--- src/rtl/bmdma_pkg.sv ---
package bmdma_pkg;
  localparam int WIN_BYTES = 8;
  localparam int DRIVES    = 2;
  localparam int PTR_BYTES = 4;

  localparam int CMD_OFS  = 0;
  localparam int STAT_OFS = 2;
  localparam int PTR_OFS  = 4;

  localparam int CMD_RUN   = 0;
  localparam int CMD_TOMEM = 3;
  localparam int ST_ACT    = 0;
  localparam int ST_ERR    = 1;
  localparam int ST_INT    = 2;
  localparam int ST_CAP0   = 5;

  typedef struct packed {
    logic              cmdWr;
    logic              cmdRun;
    logic              cmdToMem;
    logic              statWr;
    logic              statClrErr;
    logic              statClrInt;
    logic [DRIVES-1:0] statCap;
  } regStrobe_t;
endpackage

--- src/rtl/bmdma_dpath.sv ---
module bmdma_dpath
  import bmdma_pkg::*;
#(
  parameter int BUS_W = 32
) (
  input  logic                         clk,
  input  logic                         rstN,
  input  logic [$clog2(WIN_BYTES)-1:0] busAddr,
  input  logic                         busWr,
  input  logic                         busDword,
  input  logic [BUS_W-1:0]             busWdata,
  input  logic [7:0]                   cmdByte,
  input  logic [7:0]                   statByte,
  output regStrobe_t                   strobe,
  output logic                         prdValid,
  output logic [BUS_W-1:0]             busRdata
);
  localparam int AW       = $clog2(WIN_BYTES);
  localparam int LANE_CNT = BUS_W / 8;
  localparam int LW       = $clog2(LANE_CNT);

  logic [WIN_BYTES-1:0] laneWe;
  logic [7:0]           laneData [WIN_BYTES];
  logic [7:0]           view     [WIN_BYTES];

  for (genvar i = 0; i < WIN_BYTES; i++) begin : g_lane
    logic hit;
    assign hit = busDword ? ((busAddr >> LW) == (AW'(i) >> LW)) : (busAddr == AW'(i));
    assign laneWe[i]   = busWr & hit;
    assign laneData[i] = busDword ? busWdata[8*(i%LANE_CNT) +: 8] : busWdata[7:0];

    if (i == CMD_OFS) begin : g_cmd
      assign view[i] = cmdByte;
    end else if (i == STAT_OFS) begin : g_stat
      assign view[i] = statByte;
    end else begin : g_store
      localparam logic [7:0] KEEP = (i == PTR_OFS) ? 8'hFC : 8'hFF;
      logic [7:0] q;
      always_ff @(posedge clk or negedge rstN) begin
        if (!rstN)          q <= '0;
        else if (laneWe[i]) q <= laneData[i] & KEEP;
      end
      assign view[i] = q;
    end
  end

  // strobes handed to the control side
  always_comb begin
    strobe            = '0;
    strobe.cmdWr      = laneWe[CMD_OFS];
    strobe.cmdRun     = laneData[CMD_OFS][CMD_RUN];
    strobe.cmdToMem   = laneData[CMD_OFS][CMD_TOMEM];
    strobe.statWr     = laneWe[STAT_OFS];
    strobe.statClrErr = laneData[STAT_OFS][ST_ERR];
    strobe.statClrInt = laneData[STAT_OFS][ST_INT];
    for (int d = 0; d < DRIVES; d++) strobe.statCap[d] = laneData[STAT_OFS][ST_CAP0+d];
  end

  always_comb begin
    prdValid = 1'b0;
    for (int j = 0; j < PTR_BYTES; j++) prdValid = prdValid | (view[PTR_OFS+j] != 8'h00);
  end

  always_comb begin
    busRdata = '0;
    if (busDword) begin
      for (int k = 0; k < LANE_CNT; k++)
        busRdata[8*k +: 8] = view[AW'(int'(busAddr >> LW) * LANE_CNT + k)];
    end else begin
      busRdata[7:0] = view[busAddr];
    end
  end

  // low pointer bits never hold a written value
  assert_ptr_lowbits_R10: assert property (@(posedge clk) disable iff (!rstN)
    laneWe[PTR_OFS] |=> (view[PTR_OFS][1:0] == 2'b00));

  // a byte read never returns data above bit 7
  assert_byte_read_width_R1: assert property (@(posedge clk) disable iff (!rstN)
    !busDword |-> (busRdata[BUS_W-1:8] == '0));
endmodule

--- src/rtl/bmdma_ctrl.sv ---
module bmdma_ctrl
  import bmdma_pkg::*;
(
  input  logic       clk,
  input  logic       rstN,
  input  regStrobe_t strobe,
  input  logic       prdValid,
  input  logic       engDone,
  input  logic       engErr,
  input  logic       engIrq,
  output logic [7:0] cmdByte,
  output logic [7:0] statByte,
  output logic       dmaGo,
  output logic       dmaToMem,
  output logic       irqOut
);
  logic              runQ, toMemQ, actQ, errQ, intQ;
  logic [DRIVES-1:0] capQ;
  logic              runRise, stopWr;

  assign runRise = strobe.cmdWr &  strobe.cmdRun & ~runQ;
  assign stopWr  = strobe.cmdWr & ~strobe.cmdRun;

  always_ff @(posedge clk or negedge rstN) begin
    if (!rstN) begin
      runQ   <= 1'b0;
      toMemQ <= 1'b0;
    end else if (strobe.cmdWr) begin
      runQ <= strobe.cmdRun;
      if (!runQ) toMemQ <= strobe.cmdToMem;
    end
  end

  always_ff @(posedge clk or negedge rstN) begin
    if (!rstN)                     actQ <= 1'b0;
    else if (stopWr)               actQ <= 1'b0;
    else if (runRise && prdValid)  actQ <= 1'b1;
    else if (engDone || engErr)    actQ <= 1'b0;
  end

  // engine events take priority over software clears
  always_ff @(posedge clk or negedge rstN) begin
    if (!rstN) begin
      errQ <= 1'b0;
      intQ <= 1'b0;
    end else begin
      if (engErr)                                  errQ <= 1'b1;
      else if (strobe.statWr && strobe.statClrErr) errQ <= 1'b0;
      if (engIrq)                                  intQ <= 1'b1;
      else if (strobe.statWr && strobe.statClrInt) intQ <= 1'b0;
    end
  end

  for (genvar d = 0; d < DRIVES; d++) begin : g_cap
    always_ff @(posedge clk or negedge rstN) begin
      if (!rstN)              capQ[d] <= 1'b0;
      else if (strobe.statWr) capQ[d] <= strobe.statCap[d];
    end
  end

  always_comb begin
    statByte         = '0;
    statByte[ST_ACT] = actQ;
    statByte[ST_ERR] = errQ;
    statByte[ST_INT] = intQ;
    for (int d = 0; d < DRIVES; d++) statByte[ST_CAP0+d] = capQ[d];
    cmdByte            = '0;
    cmdByte[CMD_RUN]   = runQ;
    cmdByte[CMD_TOMEM] = toMemQ;
  end

  assign dmaGo    = runQ & actQ;
  assign dmaToMem = toMemQ;
  assign irqOut   = intQ;

  assert_act_needs_run_R2: assert property (@(posedge clk) disable iff (!rstN)
    actQ |-> runQ);
  assert_stop_clears_act_R2: assert property (@(posedge clk) disable iff (!rstN)
    stopWr |=> !actQ);
  assert_dir_locked_R3: assert property (@(posedge clk) disable iff (!rstN)
    runQ |=> $stable(toMemQ));
  assert_done_clears_R7: assert property (@(posedge clk) disable iff (!rstN)
    (engDone && !runRise) |=> !actQ);
  assert_err_wins_R8: assert property (@(posedge clk) disable iff (!rstN)
    engErr |=> errQ);
  assert_int_wins_R8: assert property (@(posedge clk) disable iff (!rstN)
    engIrq |=> intQ);
  assert_null_ptr_R12: assert property (@(posedge clk) disable iff (!rstN)
    (runRise && !prdValid && !actQ) |=> !actQ);
endmodule

--- src/rtl/bm_dma_regs.sv ---
module bm_dma_regs
  import bmdma_pkg::*;
#(
  parameter int BUS_W = 32
) (
  input  logic                         clk,
  input  logic                         rstN,
  input  logic [$clog2(WIN_BYTES)-1:0] busAddr,
  input  logic                         busWr,
  input  logic                         busDword,
  input  logic [BUS_W-1:0]             busWdata,
  output logic [BUS_W-1:0]             busRdata,
  input  logic                         engDone,
  input  logic                         engErr,
  input  logic                         engIrq,
  output logic                         dmaGo,
  output logic                         dmaToMem,
  output logic                         irqOut
);
  regStrobe_t strobe;
  logic [7:0] cmdByte, statByte;
  logic       prdValid;

  bmdma_dpath #(.BUS_W(BUS_W)) u_dpath (
    .clk(clk), .rstN(rstN), .busAddr(busAddr), .busWr(busWr),
    .busDword(busDword), .busWdata(busWdata), .cmdByte(cmdByte),
    .statByte(statByte), .strobe(strobe), .prdValid(prdValid),
    .busRdata(busRdata)
  );

  bmdma_ctrl u_ctrl (
    .clk(clk), .rstN(rstN), .strobe(strobe), .prdValid(prdValid),
    .engDone(engDone), .engErr(engErr), .engIrq(engIrq),
    .cmdByte(cmdByte), .statByte(statByte), .dmaGo(dmaGo),
    .dmaToMem(dmaToMem), .irqOut(irqOut)
  );

  // the interrupt line tracks the status flag as read over the bus
  assert_irq_level_R9: assert property (@(posedge clk) disable iff (!rstN)
    irqOut == statByte[ST_INT]);
endmodule

--- config.mk ---
export PLATFORM = sky130hd
export DESIGN_NAME = bm_dma_regs
export DESIGN_NICKNAME = d
export VERILOG_FILES = /design/src/rtl/bmdma_pkg.sv /design/src/rtl/bmdma_dpath.sv /design/src/rtl/bmdma_ctrl.sv /design/src/rtl/bm_dma_regs.sv
export SDC_FILE = /design/constraint.sdc
export NUM_CORES = 1
export LEC_CHECK = 0
export BUFFER_PORTS_ARGS = -buffer_cell sky130_fd_sc_hd__buf_4
export CORE_ASPECT_RATIO = 0.8
export CORE_MARGIN = 10
export CORE_UTILIZATION = 40
export DETAILED_ROUTE_END_ITERATION = 8
export SLEW_MARGIN = 20
export SYNTH_ARGS = -nofsm -noshare
export SYNTH_HDL_FRONTEND = slang
export SYNTH_HIERARCHICAL = 1
export SYNTH_SLANG_ARGS = --single-unit
--- constraint.sdc ---
create_clock -name clk -period 2.5 [get_ports clk]
set_clock_uncertainty 0.1 [all_clocks]
set_input_delay 0.125 -clock clk [delete_from_list [all_inputs] [get_ports clk]]
set_output_delay 0.125 -clock clk [all_outputs]
set_load 0.02 [all_outputs]
# After elaboration in Yosys (flattened, before gate mapping)
# Index checks and enable logic that the tools add are counted.
word_totals:
  register_bits: 53
  in_bits: 42
  out_inout_bits: 35
  wordCells: 99
op_classes:
  addsub: 3
  magnitude_cmp: 5
  n_eq_ne: 7
  n_mux: 35
  bitwise: 22
  n_reduce_logical: 14
ops:
  columns: ["op", "count"]
  rows:
  - ["8-bit binary-select mux with 3-bit select", 5]
  - ["8-bit 2-to-1 mux", 14]
  - ["8-bit nonzero test", 4]
  - ["24-bit 2-to-1 mux", 1]
  - ["3-bit by 4-bit >= comparator with 1-bit output, second input constant", 4]
  - ["1-bit 2-to-1 mux", 15]
  - ["1-bit bitwise AND", 12]
  - ["3-bit == test, second input constant", 4]
  - ["3-bit inverter", 4]
  - ["3-bit by 2-bit adder with 3-bit output, second input constant", 2]
  - ["3-bit by 2-bit == test with 1-bit output, second input constant", 2]
  - ["3-bit logical NOT", 2]
  - ["4-bit >= comparator, second input constant", 1]
  - ["3-bit inverter with 4-bit output", 1]
  - ["2-bit nonzero test", 2]
  - ["3-bit by 1-bit adder with 3-bit output, second input constant", 1]
  - ["3-bit by 1-bit == test with 1-bit output, second input constant", 1]
  - ["1-bit logical AND", 3]
  - ["1-bit bitwise OR", 3]
  - ["3-bit nonzero test", 1]
  - ["1-bit inverter", 2]
  - ["2-bit AND reduction", 1]
  - ["1-bit logical OR", 1]

# Longest topological paths before layout
depth:
  ltp_word: 8
  mapped_depth: 7
  mapped_depth_nobuf: 5

# Cells and area by module
# Netlist, hierarchy kept.
modules_own_cells:
  columns: ["module", "n_inst", "cells_each", "area_each_um2", "seq_area_each_um2"]
  rows:
  - ["bmdma_dpath", 1, 287, 3113.0, 1151.1]
  - ["bmdma_ctrl", 1, 36, 395.4, 175.2]

# Worst setup path after synthesis
# OpenSTA, ideal clock, no wires.
synth_path:
  path_type: "register to output"
  from: "register u_ctrl.intQ, in the netlist u_ctrl/irqOut"
  to: "output port busRdata[2]"
  arrival_ns: 1.339
  required_time_ns: 2.275
  slack_ns: 0.936
  path_stages_with_launch: 5
  n_path_buf: 1
  path_cell_list: "dfrtp_1 -> buf_4 -> mux4_2 -> a22oi_1 -> nand2_1"
synth_via:
  elab_chain_len: 4
  elab_cells_between_ends: 7
  classes_between: "7 x mux"
synth_rtl:
  columns: ["item", "line", "text"]
  rows:
  - ["from (decl)", "bmdma_ctrl.sv:17", "logic runQ, toMemQ, actQ, errQ, intQ;"]
  - ["from (signal assigned)", "bmdma_ctrl.sv:45", "intQ <= 1'b0;"]
  - ["from (signal assigned)", "bmdma_ctrl.sv:49", "if (engIrq) intQ <= 1'b1;"]
  - ["from (signal assigned)", "bmdma_ctrl.sv:50", "else if (strobe.statWr && strobe.statClrInt) intQ <= 1'b0;"]
  - ["8-bit binary-select mux with 3-bit select (on tied branches)", "bmdma_dpath.sv:70, bmdma_dpath.sv:68", null]
  - ["8-bit 2-to-1 mux (on tied branches) (2 in series)", "bmdma_dpath.sv:70, bmdma_dpath.sv:68", null]
  - ["8-bit 2-to-1 mux *", "bmdma_dpath.sv:66", "if (busDword) begin"]
  - ["to (decl)", "bm_dma_regs.sv:12", "output logic [BUS_W-1:0] busRdata,"]
# Mark *: on every way between the ends. The rest lies on a longest branch, timed or not. The select of a mux whose other input is x is not followed.

# Final worst setup path
layout_path:
  from: "register u_dpath.g_lane[5].g_store.q[5]"
  to: "output port busRdata[5]"
layout_via:
  elab_chain_len: 4
  elab_cells_between_ends: 7
  classes_between: "7 x mux"
layout_rtl:
  columns: ["item", "line", "text"]
  rows:
  - ["from (decl)", "bmdma_dpath.sv:38", "logic [7:0] q;"]
  - ["from (signal assigned)", "bmdma_dpath.sv:41", "else if (laneWe[i]) q <= laneData[i] & KEEP;"]
  - ["8-bit binary-select mux with 3-bit select (on tied branches)", "bmdma_dpath.sv:70, bmdma_dpath.sv:68", null]
  - ["8-bit 2-to-1 mux (on tied branches) (2 in series)", "bmdma_dpath.sv:70, bmdma_dpath.sv:68", null]
  - ["8-bit 2-to-1 mux *", "bmdma_dpath.sv:66", null]
# Marks and branches as above.

==> metrics.cfg <==
[run_status]
outcome=finished, final reports clean

[timing]
finalSetupViolCount=0
slew-limit-headroom=0.536
slew_violations=0
hold_viol=0
rsz0062_at_grt=no
fin_crit_sh=0.773
layout_min_cycle_time_ns=1.93
worst_pin_slew_ns=0.695
maxClockFrequency_mhz=517
totalNegativeSetupSlack_ns=0
worst_slack_ns=0.567

[yosys]
yosysWarnings=6
yosys.area.top_type_share=0.378
seq_area_frac_synth=0.378
synth.distinct_cells=41
synth-seq-cells=53
synth_area_leaders=dfrtp_1 (38%), mux2_2 (13%), mux2i_1 (8.0%)
synthArstFlopShare=1.00
synth_edf_count=0
synth_area_um2=3510
avgSynthCellArea_um2=10.9
ys.flop_type=dfrtp_1
synth_largest_area_cell=dfrtp_1
synthCells=323

[floorplan]
ioPinCount=77
die_y_um=104
rows=30
die_area_um2=12900
fp.dieW_um=125
coreArea_um2=8520
initial_utilization=0.412

[power_and_ir_drop]
power_density_nw_per_um2=617
power.leakage_nw=1.95
pwr-share-seq=0.478
clkPwrFrac=0.188
pwr-share-comb=0.334
peakVddDrop_mv=0.270
swShare=0.348
p_int_mw=1.69
p_switching_mw=0.901

[cells_and_area]
final_cell_mix=buf_4 (76), dfrtp_1 (53), mux2_2 (39)
drive_gt1_frac=0.374
multiInputGateArea_um2=1930
diodes=0
layout_commonest_cell=buf_4
fillerInstances=794
area_growth_pct=19.5
nets=429
seq_area_um2=1330
fin_area_um2=4190

[cts]
clkLatencyLatePin_ns=0.31
cts_tree=yes
htree_levels=2
cts_setup_buffers=0
root_buffer=clkbuf_8
numCtsBuffers=5
cts_sinks=53
cts_resized=0
clockBufferDepth=2
clk_pin_slew_ns=0.10
ctsHoldBuffers=11

[global_route]
grt_overflow=0
grt_antenna_before_repair=0
first_global_vias=2751
met1_usage=0.208
grt_max_degree=54
met2_usage=0.216
grt_pass1_wl_mm=15.5
track_usage=0.147
grtUsageMet3=0.0469
grt_most_used_layer=met2

[placement]
hpwl_mm=7.30
gp_congestion=0.845
place_ws_ns=0.585
postPlaceCellArea_um2=3990
port_buffers=76

[routing]
via_count=2719
wirelength_mm=9.91
wl_per_cell_um=19.8
via_per_inst=5.44
drt_pass1_iterations=4
route.detailed.drc=0
ant_nets=0
drtIter0Drc=178

[setup_path]
critPathCaptureType=output port
critPathMaxFanout=4
path_class=flop to output port
cp.arrival_ns=1.71
cp.required_ns=2.28
start_kind=flop

[min_path]
hp-class=primary input to flop

[run]
cap_violations=0

==> power by group through the flow <==
stage	Clock (mW)	Combinational, mW	Sequential (mW)
after floorplan	0	0.611	1.16
after global placement	0	0.848	1.24
after detailed placement	0	0.858	1.25
after CTS	0.501	0.874	1.23
after global routing	0.537	0.942	1.26
final	0.486	0.864	1.24
==> per-layer routing <==
layer / routed length [µm] / share of wire
met4: 15 / 0.0015
met3: 797 / 0.080
met5: 0 / 0
met2: 4260 / 0.43
met1: 4830 / 0.49
==> path summary, 6_finish.rpt <==
kind	cells past startpoint	start	endpoint	slack, ns
max	4	u_dpath/g_lane[5].g_store.q[5]	busRdata[5]	0.57
min	3	busWdata[23]	u_dpath/g_lane[6].g_store.q[7]	0.01
max reg2reg	5	u_dpath/g_lane[6].g_store.q[4]	u_ctrl/actQ	0.82
min reg2reg	1	u_ctrl/errQ	u_ctrl/errQ	0.43
max in group asynchronous	2	rstN	u_dpath/g_lane[4].g_store.q[6]	1.54
min in group asynchronous	2	rstN	u_ctrl/actQ	0.29
==> final cells by class <==
class	count	area share
clock buffers	6	0.0173
inverters	6	0.00537
clock inverters	2	0.00358
well taps	112	0.0334
flip-flops and latches	53	0.316
multi-input cells	234	0.461
repair buffers	87	0.162
==> stage by stage <==
step	cells	hold WS, ns	power, mW	utilization
after detailed placement	481	0.111	2.10	0.469
final	500	0.0147	2.59	0.492
after floorplan	331	-0.271	1.78	-
after global placement	481	0.116	2.09	0.469
after CTS	500	0.00506	2.60	0.492
after global routing	500	0.0250	2.73	0.492
==> state kept, by name, summed over array words and instances (netlist names) <==
register	flops
u_ctrl/runQ	1
u_ctrl/errQ	1
u_ctrl/irqOut	1
u_ctrl/dmaToMem	1
u_ctrl/statByte	2
u_ctrl/actQ	1
u_dpath/g_lane.g_store.q	46
==> cells by family after synthesis <==
family | Yosys count | synth area share
buf+inv | 44 | 0.0792
simple gates | 97 | 0.138
compound gates | 38 | 0.0867
flops | 53 | 0.378
other cells | 1 | 0.00107
mux | 90 | 0.317
==> synthesized netlist by cell type (4+ instances only) <==
library cell	count
a21o_1	10
a21oi_1	4
a22oi_1	12
buf_2	9
buf_4	25
dfrtp_1	53
inv_1	5
mux2_1	11
mux2_2	39
mux2i_1	28
mux4_2	12
nand2_1	32
nand2b_1	6
nor2_1	27
nor2b_1	9
nor4_1	6
==> critical path, stage by stage, from the launching register on <==
cell and delay (ns):
dfrtp_1 0.45, mux4_2 0.46, a22oi_1 0.20, nand2_1 0.11, buf_4 0.17
(Power assumes the default switching activity.)
